--- config.mk ---
export PLATFORM = sky130hd
export DESIGN_NAME = addsub_cmp
export DESIGN_NICKNAME = d
export VERILOG_FILES = /design/src/rtl/addsub_pkg.sv /design/src/rtl/addsub_fa.sv /design/src/rtl/addsub_bmux.sv /design/src/rtl/addsub_chain.sv /design/src/rtl/addsub_flags.sv /design/src/rtl/addsub_cmp.sv
export SDC_FILE = /design/constraint.sdc
export NUM_CORES = 1
export LEC_CHECK = 0
export BUFFER_PORTS_ARGS = -buffer_cell sky130_fd_sc_hd__buf_2
export CAP_MARGIN = 10
export CORE_AREA = 10 10 47 49
export DETAILED_ROUTE_END_ITERATION = 10
export DIE_AREA = 0 0 57 59
export PLACE_DENSITY_LB_ADDON = 0.05
export SYNTH_ARGS = -nofsm -noshare
export SYNTH_HDL_FRONTEND = slang
export SYNTH_SLANG_ARGS = --single-unit
--- constraint.sdc ---
create_clock -name vclk -period 1.9
set_input_delay 0.095 -clock vclk [all_inputs]
set_output_delay 0.095 -clock vclk [all_outputs]
set_load 0.03 [all_outputs]
--- src/rtl/addsub_pkg.sv ---
package addsub_pkg;

    typedef enum logic {
        OP_ADD = 1'b0,
        OP_SUB = 1'b1
    } op_t;

    typedef struct packed {
        logic neg;
        logic zero;
        logic lt;
        logic le;
    } cmp_flags_t;

    function automatic logic bit_sum(input logic x, input logic y, input logic cin);
        return x ^ y ^ cin;
    endfunction

    function automatic logic bit_carry(input logic x, input logic y, input logic cin);
        return (x & y) | (cin & (x | y));
    endfunction

endpackage

--- src/rtl/addsub_fa.sv ---
module addsub_fa
    import addsub_pkg::*;
(
    input  logic x,
    input  logic y,
    input  logic cin,
    output logic s,
    output logic cout
);
    assign s    = bit_sum(x, y, cin);
    assign cout = bit_carry(x, y, cin);
endmodule

--- src/rtl/addsub_bmux.sv ---
module addsub_bmux #(
    parameter int W = 4
) (
    input  logic [W-1:0] b_in,
    input  logic         invert,
    output logic [W-1:0] b_out
);
    // Per-bit 2:1 selection between the operand bit and its complement
    for (genvar i = 0; i < W; i++) begin : g_sel
        assign b_out[i] = invert ? ~b_in[i] : b_in[i];
    end
endmodule

--- src/rtl/addsub_chain.sv ---
module addsub_chain #(
    parameter int W = 4
) (
    input  logic [W-1:0] x,
    input  logic [W-1:0] y,
    input  logic         cin,
    output logic [W-1:0] s,
    output logic         c_into_top,
    output logic         c_out
);
    localparam int TOP = W - 1;

    logic [W:0] c;

    assign c[0] = cin;

    for (genvar i = 0; i < W; i++) begin : g_cell
        addsub_fa u_fa (
            .x    (x[i]),
            .y    (y[i]),
            .cin  (c[i]),
            .s    (s[i]),
            .cout (c[i+1])
        );
    end

    assign c_into_top = c[TOP];
    assign c_out      = c[W];
endmodule

--- src/rtl/addsub_flags.sv ---
module addsub_flags
    import addsub_pkg::*;
#(
    parameter int W = 4
) (
    input  logic [W-1:0] diff,
    input  logic         c_into_top,
    input  logic         c_out,
    input  op_t          op,
    output logic         ovf,
    output cmp_flags_t   flags
);
    localparam int TOP = W - 1;

    logic raw_neg;
    logic raw_zero;
    logic raw_lt;
    logic valid;

    assign ovf      = c_into_top ^ c_out;
    assign raw_neg  = diff[TOP];
    assign raw_zero = (diff == '0);
    assign raw_lt   = raw_neg ^ ovf;
    assign valid    = (op == OP_SUB);

    always_comb begin
        flags      = '0;
        if (valid) begin
            flags.neg  = raw_neg;
            flags.zero = raw_zero;
            flags.lt   = raw_lt;
            flags.le   = raw_zero | raw_lt;
        end
    end
endmodule

--- src/rtl/addsub_cmp.sv ---
module addsub_cmp
    import addsub_pkg::*;
#(
    parameter int W = 4
) (
    input  logic [W-1:0] op_a,
    input  logic [W-1:0] op_b,
    input  logic         sub_mode,
    output logic [W-1:0] result,
    output logic         carry_out,
    output logic         overflow,
    output logic         neg_flag,
    output logic         zero_flag,
    output logic         lt_flag,
    output logic         le_flag
);
    op_t        op;
    logic       chain_cin;
    logic [W-1:0] b_eff;
    logic       c_top;
    cmp_flags_t flags;

    assign op        = op_t'(sub_mode);
    assign chain_cin = (op == OP_SUB);

    addsub_bmux #(.W(W)) u_bmux (
        .b_in   (op_b),
        .invert (chain_cin),
        .b_out  (b_eff)
    );

    addsub_chain #(.W(W)) u_chain (
        .x          (op_a),
        .y          (b_eff),
        .cin        (chain_cin),
        .s          (result),
        .c_into_top (c_top),
        .c_out      (carry_out)
    );

    addsub_flags #(.W(W)) u_flags (
        .diff       (result),
        .c_into_top (c_top),
        .c_out      (carry_out),
        .op         (op),
        .ovf        (overflow),
        .flags      (flags)
    );

    assign neg_flag  = flags.neg;
    assign zero_flag = flags.zero;
    assign lt_flag   = flags.lt;
    assign le_flag   = flags.le;
endmodule

== Word-level counts from Yosys, hierarchy flattened ==
Cells that the tools add are included.

* Memory bits (writable): 0
* Memories: 0
* ROM bits: 0
* Latch bits: 0
* Input port bits: 9
* Flip-flop bits (word level): 0

* Multiply operators: 0
* Equality and inequality tests: 0
* Add/sub/neg operators: 0
* Reduce and logical (&&, ||, !) cells: 1
* Divide/modulo/power cells: 0
* Muxes and demuxes: 5
* Magnitude comparators: 0
* Bitwise operators: 31
* Shifts and indexed selects: 0

{| class="wikitable"
|+ Operators with widths
! cell !! number
|-
| 1-bit XOR || 10
|-
| 1-bit OR || 9
|-
| 1-bit AND || 8
|-
| 4-bit logical NOT || 1
|-
| 1-bit 2-to-1 mux || 4
|-
| 4-bit 2-to-1 mux || 1
|-
| 1-bit inverter || 4
|}

== Longest topological paths before layout ==
* Word-level depth: 15
* Mapped depth: 8
* Gate-level depth less buffers: 7

== Hierarchy ==
A second synthesis with hierarchy kept.

* Cells, all modules: 16
* Area total of the unflattened synthesis: 195.2 um^2

{| class="wikitable"
|+ Modules (own cells, without submodules)
! module !! cells each !! area each (um^2) !! seq. area each (um^2) !! instances
|-
| addsub_fa || 1 || 20.0 || 0.0 || 4
|-
| addsub_flags || 8 || 80.1 || 0.0 || 1
|-
| addsub_bmux || 4 || 35.0 || 0.0 || 1
|}

== Least setup slack after synthesis ==
OpenSTA, ideal clock, no wires.

* Path type: input to output
* Start: input port sub_mode
* End: output port zero_flag
* Data required time: 1.805 ns
* Buffers on the path: 1
* Stages: 7
* Path slack: -0.823 ns
* Arrival time: 2.628 ns
* Cells stage by stage: buf_2 > xnor2_1 > fa_1 > inv_1 > fa_1 > fa_1 > nor4_1

* Longest elaborated chain between the ends: 11
* Elaborated cells between the ends (all ways): 26

{| class="wikitable"
|+ RTL lines
! element !! RTL line !! source
|-
| start, declared || addsub_cmp.sv:8 || <nowiki>input logic sub_mode,</nowiki>
|-
| 1-bit 2-to-1 mux || addsub_bmux.sv:10 || <nowiki>assign b_out[i] = invert ? ~b_in[i] : b_in[i];</nowiki>
|-
| 1-bit OR || addsub_pkg.sv:20 || <nowiki>return (x & y) | (cin & (x | y));</nowiki>
|-
| 1-bit AND || addsub_pkg.sv:20 ||
|-
| 1-bit OR || addsub_pkg.sv:20 ||
|-
| 1-bit AND || addsub_pkg.sv:20 ||
|-
| 1-bit OR || addsub_pkg.sv:20 ||
|-
| 1-bit AND || addsub_pkg.sv:20 ||
|-
| 1-bit OR || addsub_pkg.sv:20 ||
|-
| 1-bit XOR (*) || addsub_pkg.sv:16 || <nowiki>return x ^ y ^ cin;</nowiki>
|-
| named net u_chain.g_cell[3].u_fa.s || addsub_fa.sv:7 || <nowiki>output logic s,</nowiki>
|-
| 4-bit logical NOT (*) || addsub_flags.sv:22 || <nowiki>assign raw_zero = (diff == '0);</nowiki>
|-
| 4-bit 2-to-1 mux (*) || addsub_flags.sv:28 || <nowiki>if (valid) begin</nowiki>
|-
| end, declared || addsub_cmp.sv:13 || <nowiki>output logic zero_flag,</nowiki>
|}

Mark *: on every way through the listed nets, which the timed path passes. The rest lies on a longest branch.

== Final worst setup path ==
* Start: input port op_b[0]
* End: output port neg_flag

* Longest elaborated chain between the ends: 11
* Elaborated cells between the ends (all ways): 12

{| class="wikitable"
|+ RTL lines
! element !! RTL line !! source
|-
| start, declared || addsub_cmp.sv:7 || <nowiki>input logic [W-1:0] op_b,</nowiki>
|-
| 1-bit inverter || addsub_bmux.sv:10 ||
|-
| 1-bit 2-to-1 mux (*) || addsub_bmux.sv:10 ||
|-
| 1-bit OR || addsub_pkg.sv:20 ||
|-
| 1-bit AND || addsub_pkg.sv:20 ||
|-
| 1-bit OR (*) || addsub_pkg.sv:20 ||
|-
| 1-bit AND (*) || addsub_pkg.sv:20 ||
|-
| 1-bit OR (*) || addsub_pkg.sv:20 ||
|-
| 1-bit AND (*) || addsub_pkg.sv:20 ||
|-
| 1-bit OR (*) || addsub_pkg.sv:20 ||
|-
| 1-bit XOR (*) || addsub_pkg.sv:16 ||
|-
| 4-bit 2-to-1 mux (*) || addsub_flags.sv:28 ||
|-
| end, declared || addsub_cmp.sv:12 || <nowiki>output logic neg_flag,</nowiki>
|}

Mark *: on every way between the ends. The rest lies on a longest branch, timed or not.

==> flow_metrics.py <==
metrics = {
    "sta": {
        "fmax_mhz": 500,
        "maxSlewHeadroom_pct": 67.2,
        "rsz0062_at_grt": "true",
        "finalSetupViolCount": 4,
        "hold_viol_final": 0,
        "tightest_slew_ns": 0.490,
        "post-route-period-util_pct": 105,
        "setup_ws_ns": -0.0996,
        "period_needed_ns": 2.00,
        "maxSlewViolCount": 0,
    },
    "layout": {
        "seq_area_sq_um": 0,
        "drive_above_1_share_pct": 81.6,
        "nNetsFinal": 64,
        "finish.instance_area_sq_um": 499,
        "fin_cells": 65,
        "antenna_cells": 0,
        "design.seq.count": 0,
        "n_clock_buffer": 0,
        "areaGrowthSynthToFinish_pct": 117,
    },
    "placement": {
        "dp_cells": 61,
        "dp.final_hpwl_um": 665,
        "gp_congestion": 0.645,
        "portBuffers": 19,
        "placed_area_sq_um": 409,
    },
    "synthesis": {
        "postSynthAreaPerCell_sq_um": 8.85,
        "ys_seq_area_share_pct": 0,
        "synth_cells": 26,
        "yosys_warnings": 0,
        "syn-cell-area_sq_um": 230,
        "synth_cell_type_count": 12,
        "syn-num-nets": 39,
    },
    "global_route": {
        "grt_usage_pct": 4.47,
        "grt-busiest-layer": "met2",
        "use_met3_pct": 2.15,
        "grt_max_degree": 5,
        "grt_use_met2_pct": 8.53,
        "grt_pass1_wl_mm": 1.30,
        "antenna_found_initial": 0,
        "grt.overflow.total": 0,
        "grt_pass1_vias": 282,
        "gr-usage-met1_pct": 4.56,
    },
    "power": {
        "pwr_density_cell_nw_per_um2": 617,
        "internal_power_mw": 0.136,
        "switchingPower_mw": 0.172,
        "swShare_pct": 56.0,
        "comb_power_share_pct": 100.0,
        "ir_drop_mv": 0.192,
        "p_clk_share_pct": 0,
        "seq_power_share_pct": 0,
        "power_leakage_nw": 0.255,
    },
    "setup_path": {
        "crit_path_frequent_cell": "fa_2",
        "cp_slowest_cell": "fa_2",
        "cp_max_fo": 4,
        "slowest_delay_ns": 0.63,
        "crit_chain": "buf_6 -> mux2i_1 -> fa_2 -> inv_2 -> fa_2 -> fa_2 -> and2_2 -> buf_6",
        "cp-end-kind": "primary output",
        "crit_path_start_kind": "input port",
        "criticalPathCategory": "in -> out",
        "arrival_ns": 1.90,
        "worstPathRequired_ns": 1.80,
    },
    "route": {
        "drc": 0,
        "wl_um": 696,
        "vias": 241,
        "dr.pass1.iters": 2,
        "drt-initial-drc-count": 1,
        "drt-wirelength-per-cell_um": 10.7,
        "via_per_inst": 3.71,
        "ant_nets": 0,
    },
    "die": {
        "die_area_sq_um": 3360,
        "die_height_um": 59,
        "io_pins": 19,
        "placeableCoreArea_sq_um": 1400,
        "rows": 14,
        "die_w_um": 57,
        "start_util_pct": 16.4,
    },
    "flow_run": {
        "cap_violations": 0,
    },
    "outcome": {
        "failed_checks": "setup timing",
        "status": "complete, but fails checks",
    },
    "hold_path": {
        "min_to": "lt_flag",
        "hold_start": "sub_mode",
        "hold_depth": 5,
        "hold_path.class": "in -> out",
    },
}
worst max path at each step:
stage             start        to
2_1_floorplan  sub_mode   le_flag
3_3_place_gp   sub_mode  neg_flag
3_5_place_dp   sub_mode  neg_flag
4_1_cts         op_b[0]   le_flag
5_1_grt         op_b[0]  neg_flag
6_report        op_b[0]  neg_flag
Yosys cell counts:
cell	number	area, sq um
nand2_1	1	3.75
xor2_1	3	26.3
and2_1	1	6.26
o41ai_2	1	16.3
mux2i_1	1	10.0
buf_4	4	30.0
nand2b_1	1	6.26
buf_2	1	5.00
xnor2_1	2	17.5
fa_1	4	80.1
nor4_1	1	6.26
inv_1	6	22.5
area by class of cell:
type / count / area [sq um]
fill: 155 / 902
multi-input combinational: 15 / 244
timing repair buffer: 28 / 213
inverter: 6 / 22.5
tap: 16 / 20.0
kinds of logic after synthesis:
| kind of cell | after synthesis | share of synthesized area [%] |
|---|---|---|
| AND/OR/NAND/NOR | 4 | 9.79 |
| buffers and inverters | 11 | 25.0 |
| multiplexers | 1 | 4.35 |
| adder cells (fa/ha/maj) | 4 | 34.8 |
| AO/OA/AOI/OAI | 1 | 7.07 |
| XOR/XNOR | 5 | 19.0 |
repair_timing:
action | 4_1_cts | 5_1_grt
gates resized for setup | 14 | 3
buffers inserted | 4 | 0
endpoints found under the setup margin | 6 | 6
pin swaps | 1 | 1
hold buffers | 0 | 0
power groups by stage:
stage / registers (mW) / logic, mW / clock network (mW)
finish: 0 / 0.308 / 0
global placement: 0 / 0.258 / 0
floorplan: 0 / 0.220 / 0
global route: 0 / 0.336 / 0
CTS: 0 / 0.314 / 0
detailed placement: 0 / 0.263 / 0
worst max-delay path: cells and delay by family:
family / cells / cell delay (ns)
AND/OR/NAND/NOR: 1 / 0.17
buffers and inverters: 3 / 0.23
multiplexers: 1 / 0.20
adder cells (fa/ha/maj): 3 / 1.20
metrics by stage:
stage / total power, mW / worst slack [ns] / hold slack (ns) / util [%] / setup TNS [ns]
after floorplan: 0.220 / -0.136 / 0.490 / - / -0.294
after global routing: 0.336 / -0.157 / 0.714 / 35.6 / -0.554
after detailed placement: 0.263 / -0.243 / 0.728 / 29.2 / -0.782
after CTS: 0.314 / -0.157 / 0.697 / 35.0 / -0.518
after global placement: 0.258 / -0.209 / 0.712 / 29.2 / -0.668
final: 0.308 / -0.0996 / 0.671 / 35.6 / -0.228
cell usage in the layout (no fill, tap or decap), drive strengths merged:
| cell type | instances |
|---|---|
| fa | 4 |
| inv | 6 |
| buf | 28 |
| xnor2 | 2 |
| and2 | 1 |
| nand2b | 1 |
| nand2 | 1 |
| nor4 | 1 |
| o41ai | 1 |
| mux2i | 1 |
| xor2 | 3 |
per-layer routing:
metal  routed length [um]  vias up
met5                    0        -
met1                  208      113
met4                    0        0
met3                   94        0
li1                     -      118
met2                  393       10
Power figures use the tool's default switching activity.
